--- config.mk ---
export PLATFORM = sky130hd
export DESIGN_NAME = sleep_state_seq
export DESIGN_NICKNAME = d
export VERILOG_FILES = /design/src/rtl/pss_pkg.sv /design/src/rtl/pss_rst_sync.sv /design/src/rtl/pss_gap_timer.sv /design/src/rtl/pss_seq_fsm.sv /design/src/rtl/pss_state_report.sv /design/src/rtl/sleep_state_seq.sv
export SDC_FILE = /design/constraint.sdc
export NUM_CORES = 1
export LEC_CHECK = 0
export ABC_CLOCK_PERIOD_IN_PS = 1650
export BUFFER_PORTS_ARGS = -buffer_cell sky130_fd_sc_hd__clkbuf_2
export CORE_ASPECT_RATIO = 0.6
export CORE_MARGIN = 2
export CORE_UTILIZATION = 40
export CTS_BUF_LIST = sky130_fd_sc_hd__clkbuf_8
export CTS_CLUSTER_DIAMETER = 50
export DETAILED_ROUTE_END_ITERATION = 12
export PLACE_DENSITY = 0.72
export SETUP_SLACK_MARGIN = 0.2
export SLEW_MARGIN = 20
export SYNTH_ARGS = -nofsm -noshare
export SYNTH_HDL_FRONTEND = slang
export SYNTH_HIERARCHICAL = 1
export SYNTH_SLANG_ARGS = --single-unit
--- constraint.sdc ---
create_clock -name clk -period 1.65 [get_ports clk]
set_input_delay 0.2475 -clock clk [delete_from_list [all_inputs] [get_ports clk]]
set_output_delay 0.2475 -clock clk [all_outputs]
set_load 0.03 [all_outputs]
--- src/rtl/pss_pkg.sv ---
package pss_pkg;

  localparam int unsigned LVL_CNT  = 3;
  localparam int unsigned CODE_W   = 3;

  localparam logic [CODE_W-1:0] CODE_WORK = 3'd0;
  localparam logic [CODE_W-1:0] CODE_S1   = 3'd1;
  localparam logic [CODE_W-1:0] CODE_S3   = 3'd3;
  localparam logic [CODE_W-1:0] CODE_S4   = 3'd4;
  localparam logic [CODE_W-1:0] CODE_S5   = 3'd5;
  localparam logic [CODE_W-1:0] CODE_BUSY = 3'd6;
  localparam logic [CODE_W-1:0] CODE_MOFF = 3'd7;

  typedef enum logic [3:0] {
    ST_MOFF,
    ST_WORK,
    ST_E_CLK,
    ST_E_REQ,
    ST_E_ACK,
    ST_E_LINK,
    ST_E_L3,
    ST_E_SUS,
    ST_E_LV0,
    ST_E_LV1,
    ST_E_LV2,
    ST_SLEEP,
    ST_X_LV2,
    ST_X_LV1,
    ST_X_LV0,
    ST_X_RST
  } seq_state_e;

  typedef struct packed {
    logic               clk_stop_n;
    logic               msg_req;
    logic               msg_ack;
    logic               link_req;
    logic               link_off;
    logic               susp_n;
    logic               rst_n;
    logic [LVL_CNT-1:0] lvl_n;
  } pin_set_t;

  localparam pin_set_t PINS_DOWN = '{
    clk_stop_n: 1'b0, msg_req: 1'b0, msg_ack: 1'b0, link_req: 1'b0,
    link_off: 1'b1, susp_n: 1'b0, rst_n: 1'b0, lvl_n: '0};

  localparam pin_set_t PINS_RUN = '{
    clk_stop_n: 1'b1, msg_req: 1'b0, msg_ack: 1'b0, link_req: 1'b0,
    link_off: 1'b0, susp_n: 1'b1, rst_n: 1'b1, lvl_n: '1};

  function automatic logic target_ok(input logic [CODE_W-1:0] t);
    return (t == CODE_S1) || (t == CODE_S3) || (t == CODE_S4) || (t == CODE_S5);
  endfunction

endpackage

--- src/rtl/pss_rst_sync.sv ---
module pss_rst_sync #(
  parameter int unsigned STAGES = 2
) (
  input  logic clk,
  input  logic rst_n,
  output logic rst_sync_n
);
  logic [STAGES-1:0] sync_q;

  always_ff @(posedge clk or negedge rst_n) begin
    if (!rst_n) sync_q <= '0;
    else        sync_q <= {sync_q[STAGES-2:0], 1'b1};
  end

  assign rst_sync_n = sync_q[STAGES-1];
endmodule

--- src/rtl/pss_gap_timer.sv ---
module pss_gap_timer #(
  parameter int unsigned CNT_W = 8
) (
  input  logic             clk,
  input  logic             rst_n,
  input  logic             restart,
  input  logic [CNT_W-1:0] limit,
  output logic             done
);
  localparam logic [CNT_W-1:0] CNT_MAX = '1;

  logic [CNT_W-1:0] cnt_q, cnt_d;
  logic             cnt_en;

  // The counter only moves while it is below saturation or being restarted.
  assign cnt_en = restart || (cnt_q != CNT_MAX);

  always_comb begin
    if (restart) cnt_d = '0;
    else         cnt_d = cnt_q + 1'b1;
  end

  always_ff @(posedge clk or negedge rst_n) begin
    if (!rst_n)      cnt_q <= '0;
    else if (cnt_en) cnt_q <= cnt_d;
  end

  assign done = (cnt_q == limit);
endmodule

--- src/rtl/pss_seq_fsm.sv ---
module pss_seq_fsm
  import pss_pkg::*;
(
  input  logic              clk,
  input  logic              rst_n,
  input  logic              ac_present,
  input  logic              restore_on_power,
  input  logic [CODE_W-1:0] sleep_type,
  input  logic              sleep_go,
  input  logic              wake_evt,
  input  logic              msg_grant,
  input  logic              link_ready,
  input  logic              step_done,
  output seq_state_e        state_q,
  output logic [CODE_W-1:0] tgt_q,
  output pin_set_t          pins_q,
  output logic              step_restart,
  output logic              use_hold
);
  seq_state_e        state_d;
  logic [CODE_W-1:0] tgt_d;
  pin_set_t          pins_d;

  always_comb begin
    state_d       = state_q;
    tgt_d         = tgt_q;
    pins_d        = pins_q;
    pins_d.msg_ack = 1'b0;
    if (!ac_present) begin
      state_d = ST_MOFF;
      pins_d  = PINS_DOWN;
    end else begin
      unique case (state_q)
        ST_MOFF: begin
          if (restore_on_power) begin
            state_d         = ST_X_LV2;
            pins_d.lvl_n[2] = 1'b1;
          end else begin
            state_d = ST_SLEEP;
            tgt_d   = CODE_S5;
          end
        end
        ST_WORK: begin
          if (sleep_go && target_ok(sleep_type)) begin
            tgt_d             = sleep_type;
            state_d           = ST_E_CLK;
            pins_d.clk_stop_n = 1'b0;
          end
        end
        ST_E_CLK: begin
          if (step_done) begin
            state_d        = ST_E_REQ;
            pins_d.msg_req = 1'b1;
          end
        end
        ST_E_REQ: begin
          if (msg_grant) begin
            state_d        = ST_E_ACK;
            pins_d.msg_req = 1'b0;
            pins_d.msg_ack = 1'b1;
          end
        end
        ST_E_ACK: begin
          if (tgt_q == CODE_S1) begin
            state_d = ST_SLEEP;
          end else begin
            state_d         = ST_E_LINK;
            pins_d.link_req = 1'b1;
          end
        end
        ST_E_LINK: begin
          if (link_ready) begin
            state_d         = ST_E_L3;
            pins_d.link_req = 1'b0;
            pins_d.link_off = 1'b1;
          end
        end
        ST_E_L3: begin
          if (step_done) begin
            state_d       = ST_E_SUS;
            pins_d.susp_n = 1'b0;
            pins_d.rst_n  = 1'b0;
          end
        end
        ST_E_SUS: begin
          if (step_done) begin
            state_d         = ST_E_LV0;
            pins_d.lvl_n[0] = 1'b0;
          end
        end
        ST_E_LV0: begin
          if (step_done) begin
            if (tgt_q == CODE_S3) begin
              state_d = ST_SLEEP;
            end else begin
              state_d         = ST_E_LV1;
              pins_d.lvl_n[1] = 1'b0;
            end
          end
        end
        ST_E_LV1: begin
          if (step_done) begin
            if (tgt_q == CODE_S4) begin
              state_d = ST_SLEEP;
            end else begin
              state_d         = ST_E_LV2;
              pins_d.lvl_n[2] = 1'b0;
            end
          end
        end
        ST_E_LV2: begin
          if (step_done) state_d = ST_SLEEP;
        end
        ST_SLEEP: begin
          if (wake_evt) begin
            if (!pins_q.lvl_n[2]) begin
              state_d         = ST_X_LV2;
              pins_d.lvl_n[2] = 1'b1;
            end else if (!pins_q.lvl_n[1]) begin
              state_d         = ST_X_LV1;
              pins_d.lvl_n[1] = 1'b1;
            end else if (!pins_q.lvl_n[0]) begin
              state_d         = ST_X_LV0;
              pins_d.lvl_n[0] = 1'b1;
              pins_d.susp_n   = 1'b1;
              pins_d.link_off = 1'b0;
            end else begin
              state_d = ST_WORK;
              pins_d  = PINS_RUN;
            end
          end
        end
        ST_X_LV2: begin
          if (step_done) begin
            state_d         = ST_X_LV1;
            pins_d.lvl_n[1] = 1'b1;
          end
        end
        ST_X_LV1: begin
          if (step_done) begin
            state_d         = ST_X_LV0;
            pins_d.lvl_n[0] = 1'b1;
            pins_d.susp_n   = 1'b1;
            pins_d.link_off = 1'b0;
          end
        end
        ST_X_LV0: begin
          if (step_done) begin
            state_d      = ST_X_RST;
            pins_d.rst_n = 1'b1;
          end
        end
        ST_X_RST: begin
          if (step_done) begin
            state_d = ST_WORK;
            pins_d  = PINS_RUN;
          end
        end
        default: begin
          state_d = ST_MOFF;
          pins_d  = PINS_DOWN;
        end
      endcase
    end
  end

  always_ff @(posedge clk or negedge rst_n) begin
    if (!rst_n) begin
      state_q <= ST_MOFF;
      tgt_q   <= CODE_S5;
      pins_q  <= PINS_DOWN;
    end else begin
      state_q <= state_d;
      tgt_q   <= tgt_d;
      pins_q  <= pins_d;
    end
  end

  assign step_restart = (state_d != state_q);
  assign use_hold     = (state_q == ST_X_LV0);
endmodule

--- src/rtl/pss_state_report.sv ---
module pss_state_report
  import pss_pkg::*;
(
  input  seq_state_e        state_q,
  input  logic [CODE_W-1:0] tgt_q,
  output logic [CODE_W-1:0] code
);
  always_comb begin
    unique case (state_q)
      ST_MOFF:  code = CODE_MOFF;
      ST_WORK:  code = CODE_WORK;
      ST_SLEEP: code = tgt_q;
      default:  code = CODE_BUSY;
    endcase
  end
endmodule

--- src/rtl/sleep_state_seq.sv ---
module sleep_state_seq
  import pss_pkg::*;
#(
  parameter int unsigned GAP_W = 8
) (
  input  logic               clk,
  input  logic               rst_n,
  input  logic               ac_present,
  input  logic               restore_on_power,
  input  logic [2:0]         sleep_type,
  input  logic               sleep_go,
  input  logic               wake_evt,
  input  logic [GAP_W-1:0]   step_gap,
  input  logic [GAP_W-1:0]   rst_hold,
  input  logic               msg_grant,
  input  logic               link_ready,
  output logic               cpu_clk_stop_n,
  output logic               msg_req,
  output logic               msg_ack,
  output logic               link_stage_req,
  output logic               link_off,
  output logic               susp_stat_n,
  output logic               plat_rst_n,
  output logic [2:0]         sleep_lvl_n,
  output logic [2:0]         state_code
);
  logic              core_rst_n;
  seq_state_e        state_q;
  logic [CODE_W-1:0] tgt_q;
  pin_set_t          pins_q;
  logic              step_restart;
  logic              use_hold;
  logic              step_done;
  logic [GAP_W-1:0]  step_limit;

  pss_rst_sync #(.STAGES(2)) u_rst_sync (
    .clk        (clk),
    .rst_n      (rst_n),
    .rst_sync_n (core_rst_n)
  );

  assign step_limit = use_hold ? rst_hold : step_gap;

  pss_gap_timer #(.CNT_W(GAP_W)) u_timer (
    .clk     (clk),
    .rst_n   (core_rst_n),
    .restart (step_restart),
    .limit   (step_limit),
    .done    (step_done)
  );

  pss_seq_fsm u_fsm (
    .clk              (clk),
    .rst_n            (core_rst_n),
    .ac_present       (ac_present),
    .restore_on_power (restore_on_power),
    .sleep_type       (sleep_type),
    .sleep_go         (sleep_go),
    .wake_evt         (wake_evt),
    .msg_grant        (msg_grant),
    .link_ready       (link_ready),
    .step_done        (step_done),
    .state_q          (state_q),
    .tgt_q            (tgt_q),
    .pins_q           (pins_q),
    .step_restart     (step_restart),
    .use_hold         (use_hold)
  );

  pss_state_report u_report (
    .state_q (state_q),
    .tgt_q   (tgt_q),
    .code    (state_code)
  );

  assign cpu_clk_stop_n = pins_q.clk_stop_n;
  assign msg_req        = pins_q.msg_req;
  assign msg_ack        = pins_q.msg_ack;
  assign link_stage_req = pins_q.link_req;
  assign link_off       = pins_q.link_off;
  assign susp_stat_n    = pins_q.susp_n;
  assign plat_rst_n     = pins_q.rst_n;
  assign sleep_lvl_n    = pins_q.lvl_n;
endmodule

==> flow_summary.ini <==
[run_status]
status = complete, but fails checks
failed_checks = negative setup slack

[clock_tree]
cts_root_buffer = clkbuf_8
clockBufferDepth = 2
htreeDepth = 1
cts.clk_slew.worst_paths_ns = 0.09
worst_skew_pair.late_latency_ns = 0.27
cts_buffers = 3
cts.sinks = 27
cts_tree = built

[layout]
n_fill_cell = 460
syn2layout_area_growth_pct = 49.8
final_nets = 413
final_cell_area_um2 = 3500
mostFrequentLayoutCell = buf_4
layout_common_cells = buf_4, clkbuf_2, nand2_1
instances_no_fill = 464
drive_gt1_frac = 0.490
postLayoutCoreUtil = 0.625
num_antenna_cells = 0

[routing]
viasPerCell = 5.72
routed_wl_um = 7880
drtPass1Iterations = 6
drt_iter0_markers = 300
antenna_left = 0
vias = 2655
wl_per_cell_um = 17.0
drc = 0

[sta]
slew_violations = 0
slew_headroom = 0.591
timing.final.ws_setup_ns = -1.74
tightest_slew_ns = 0.606
finalCritPeriodShare = 2.06
rsz0062_at_grt = true
finalSetupTns_ns = -29.29
finalSetupViolCount = 27
finClkSkew_ns = 0.00526
fmaxAchievable_mhz = 295
hold_viol = 0
finalCriticalPeriod_ns = 3.39

[floorplan]
row_count = 21
fp.dieW_um = 103
io_pins = 40
core_area_um2 = 5600
initial_utilization = 0.417
die_h_um = 63.2
die_area_um2 = 6480

[synth]
synth_ff_type = dfrtp_1
async_flop_share = 1.00
netlist_top_cells_area = dfrtp_1, a21oi_1, mux2_4
synth_area_um2 = 2330
synth.largest_area_cell = dfrtp_1
netlist_instances = 277
synth.distinct_cells = 64
ys_ff_latch = 27
seq_area_frac_synth = 0.291
synth_edf_count = 0
syn_avg_cell_area_um2 = 8.43
yosysTopAreaCellShare = 0.257
syn_nets = 305
yosysWarningCount = 6

[setup_path]
ff2ff_setup_slack_ns = -1.74
critPathMaxStageDelay_ns = 0.45
arrival_ns = 3.57
path_max_fanout = 8
crit_required_ns = 1.83
reg2reg_depth = 15
critPathTopFamily = compound AO/OA/AOI/OAI gates
r2r-start = u_fsm/state_q[0]
cp_slowest_cell = dfrtp_2
path_class = flip-flop to flip-flop
startpoint_type = flip-flop
crit_buf_inv = 2
cp-end-kind = flip-flop
cp_cell_sequence = nor3_4 -> buf_12 -> mux2_4 -> xnor2_1 -> nand4_1 -> nor2_2 -> buf_4 -> nand4b_1 -> o211ai_1 -> a221oi_2 -> a31oi_4 -> xnor2_1 -> nand4_1 -> o21bai_1 -> a31oi_1
r2r_end = u_timer/cnt_q[4]

[global_routing]
globalRouteOverflowTotal = 0
grt_max_degree = 34
antenna_found_initial = 0
grt_usage = 0.235
grt_first_pass_wirelength_um = 12100
grt_pass1_vias = 2441

[power]
vdd_drop_max_v = 0.000704
power_density_nw_per_um2 = 1400
leakage_nw = 1.55

[placed_design]
hpwl_um = 5390
placed_cells = 450
io_buffers = 39
gp_congestion = 0.964
placed_cell_area_um2 = 3080

[min_path]
hold_class = flip-flop to async pin

[job]
maxCapViolCount = 0
[worst max path at each step]
stage | from | endpoint | slack, ns | cells after the start
4_1_cts | u_fsm/state_q[1] | u_timer/cnt_q[4] | -1.54 | 15
2_1_floorplan | u_fsm/state_q[0] | u_timer/cnt_q[4] | -1.61 | 17
6_report | u_fsm/state_q[0] | u_timer/cnt_q[4] | -1.74 | 15
3_5_place_dp | u_fsm/state_q[2] | u_timer/cnt_q[6] | -1.72 | 16
3_3_place_gp | u_fsm/state_q[1] | u_timer/cnt_q[6] | -1.55 | 15
5_1_grt | u_fsm/state_q[1] | u_timer/cnt_q[4] | -1.93 | 16
[Yosys cell counts (2+ instances only)]
| master | instances |
|---|---|
| a211oi_1 | 2 |
| o21ai_0 | 19 |
| mux2_2 | 2 |
| inv_1 | 9 |
| nand4_1 | 6 |
| nand3_1 | 13 |
| o211ai_1 | 2 |
| a21oi_1 | 24 |
| nand3b_1 | 3 |
| a21o_1 | 2 |
| and3_1 | 3 |
| o31ai_1 | 3 |
| and2_1 | 2 |
| dfrtp_1 | 24 |
| nand2_1 | 28 |
| and4_1 | 5 |
| or3_1 | 2 |
| nand4b_1 | 2 |
| buf_4 | 2 |
| dfstp_2 | 3 |
| nor2b_1 | 3 |
| and3_2 | 2 |
| mux2_4 | 8 |
| clkbuf_8 | 7 |
| a31oi_1 | 6 |
| a2111oi_0 | 2 |
| nand2b_1 | 5 |
| buf_1 | 2 |
| clkbuf_1 | 5 |
| mux2i_1 | 4 |
| nor3_1 | 12 |
| buf_6 | 4 |
| and3b_2 | 2 |
| nor2_1 | 17 |
| or4_1 | 2 |
| xnor2_1 | 11 |
| o22ai_1 | 2 |
[cell families after synthesis]
kind of cell	share of synthesized area
AOI/OAI and AO/OA	0.223
xor gates and xnor gates	0.0413
adders and majority gates	0.00536
buffers and inverters	0.0948
DFF	0.291
muxes	0.0782
other	0.00161
and+or+nand+nor	0.265
[what timing repair did]
action                                 in CTS  in global routing
setup buffers                               5                  3
hold buffers                                1                  0
pin swaps                                  22                  6
endpoints found under the hold margin       2                  0
setup endpoints to repair                  27                 27
resized for setup                          36                 32
gates cloned                                0                  1
[per-stage QoR]
| step | worst slack (ns) | total power [mW] | hold slack, ns |
|---|---|---|---|
| 2_1_floorplan | -1.61 | 2.88 | -0.0481 |
| 3_3_place_gp | -1.55 | 3.82 | 0.0334 |
| 3_5_place_dp | -1.72 | 3.85 | 0.0375 |
| 4_1_cts | -1.54 | 4.45 | 0.256 |
| 5_1_grt | -1.93 | 5.20 | 0.285 |
| 6_report | -1.74 | 4.90 | 0.240 |
[cell type report]
type	count	area (µm²)	share of cell area
sequential	27	682	0.195
tap	80	100	0.0286
inverter	9	33.8	0.00966
clock inverter	1	3.75	0.00107
multi-input combinational	220	1690	0.482
timing repair buffer	124	952	0.272
clock buffer	3	41.3	0.0118
[power breakdown]
| part | total, mW | internal, mW | leakage [nW] | switching, mW |
|---|---|---|---|---|
| registers | 0.914 | 0.802 | 0.352 | 0.112 |
| clock network | 0.358 | 0.166 | 0.0269 | 0.191 |
| logic | 3.63 | 1.67 | 1.17 | 1.96 |
| total | 4.90 | 2.63 | 1.55 | 2.27 |
[routing by layer]
layer,vias up,GRT usage,part of all wire
met5,-,0,0
met4,0,0.0283,0.018
met3,24,0.0466,0.099
met2,147,0.336,0.43
met1,1239,0.370,0.45
li1,1245,-,-
[flip-flops by register name, indices dropped and copies added, names as in the netlist]
signal,count
u_fsm/state_q,4
u_rst_sync/sync_q,2
u_fsm/tgt_q,3
u_fsm/pins_q,10
u_timer/cnt_q,8
[worst reg2reg max path: stages, from the launching register on]
cell and delay, ns:
dfrtp_2 0.45, nor3_4 0.21, buf_12 0.17, mux2_4 0.31, xnor2_1 0.17, nand4_1 0.13
nor2_2 0.18, buf_4 0.15, nand4b_1 0.12, o211ai_1 0.11, a221oi_2 0.35, a31oi_4 0.14
xnor2_1 0.22, nand4_1 0.22, o21bai_1 0.23, a31oi_1 0.16
Power figures use the tool's default switching activity.
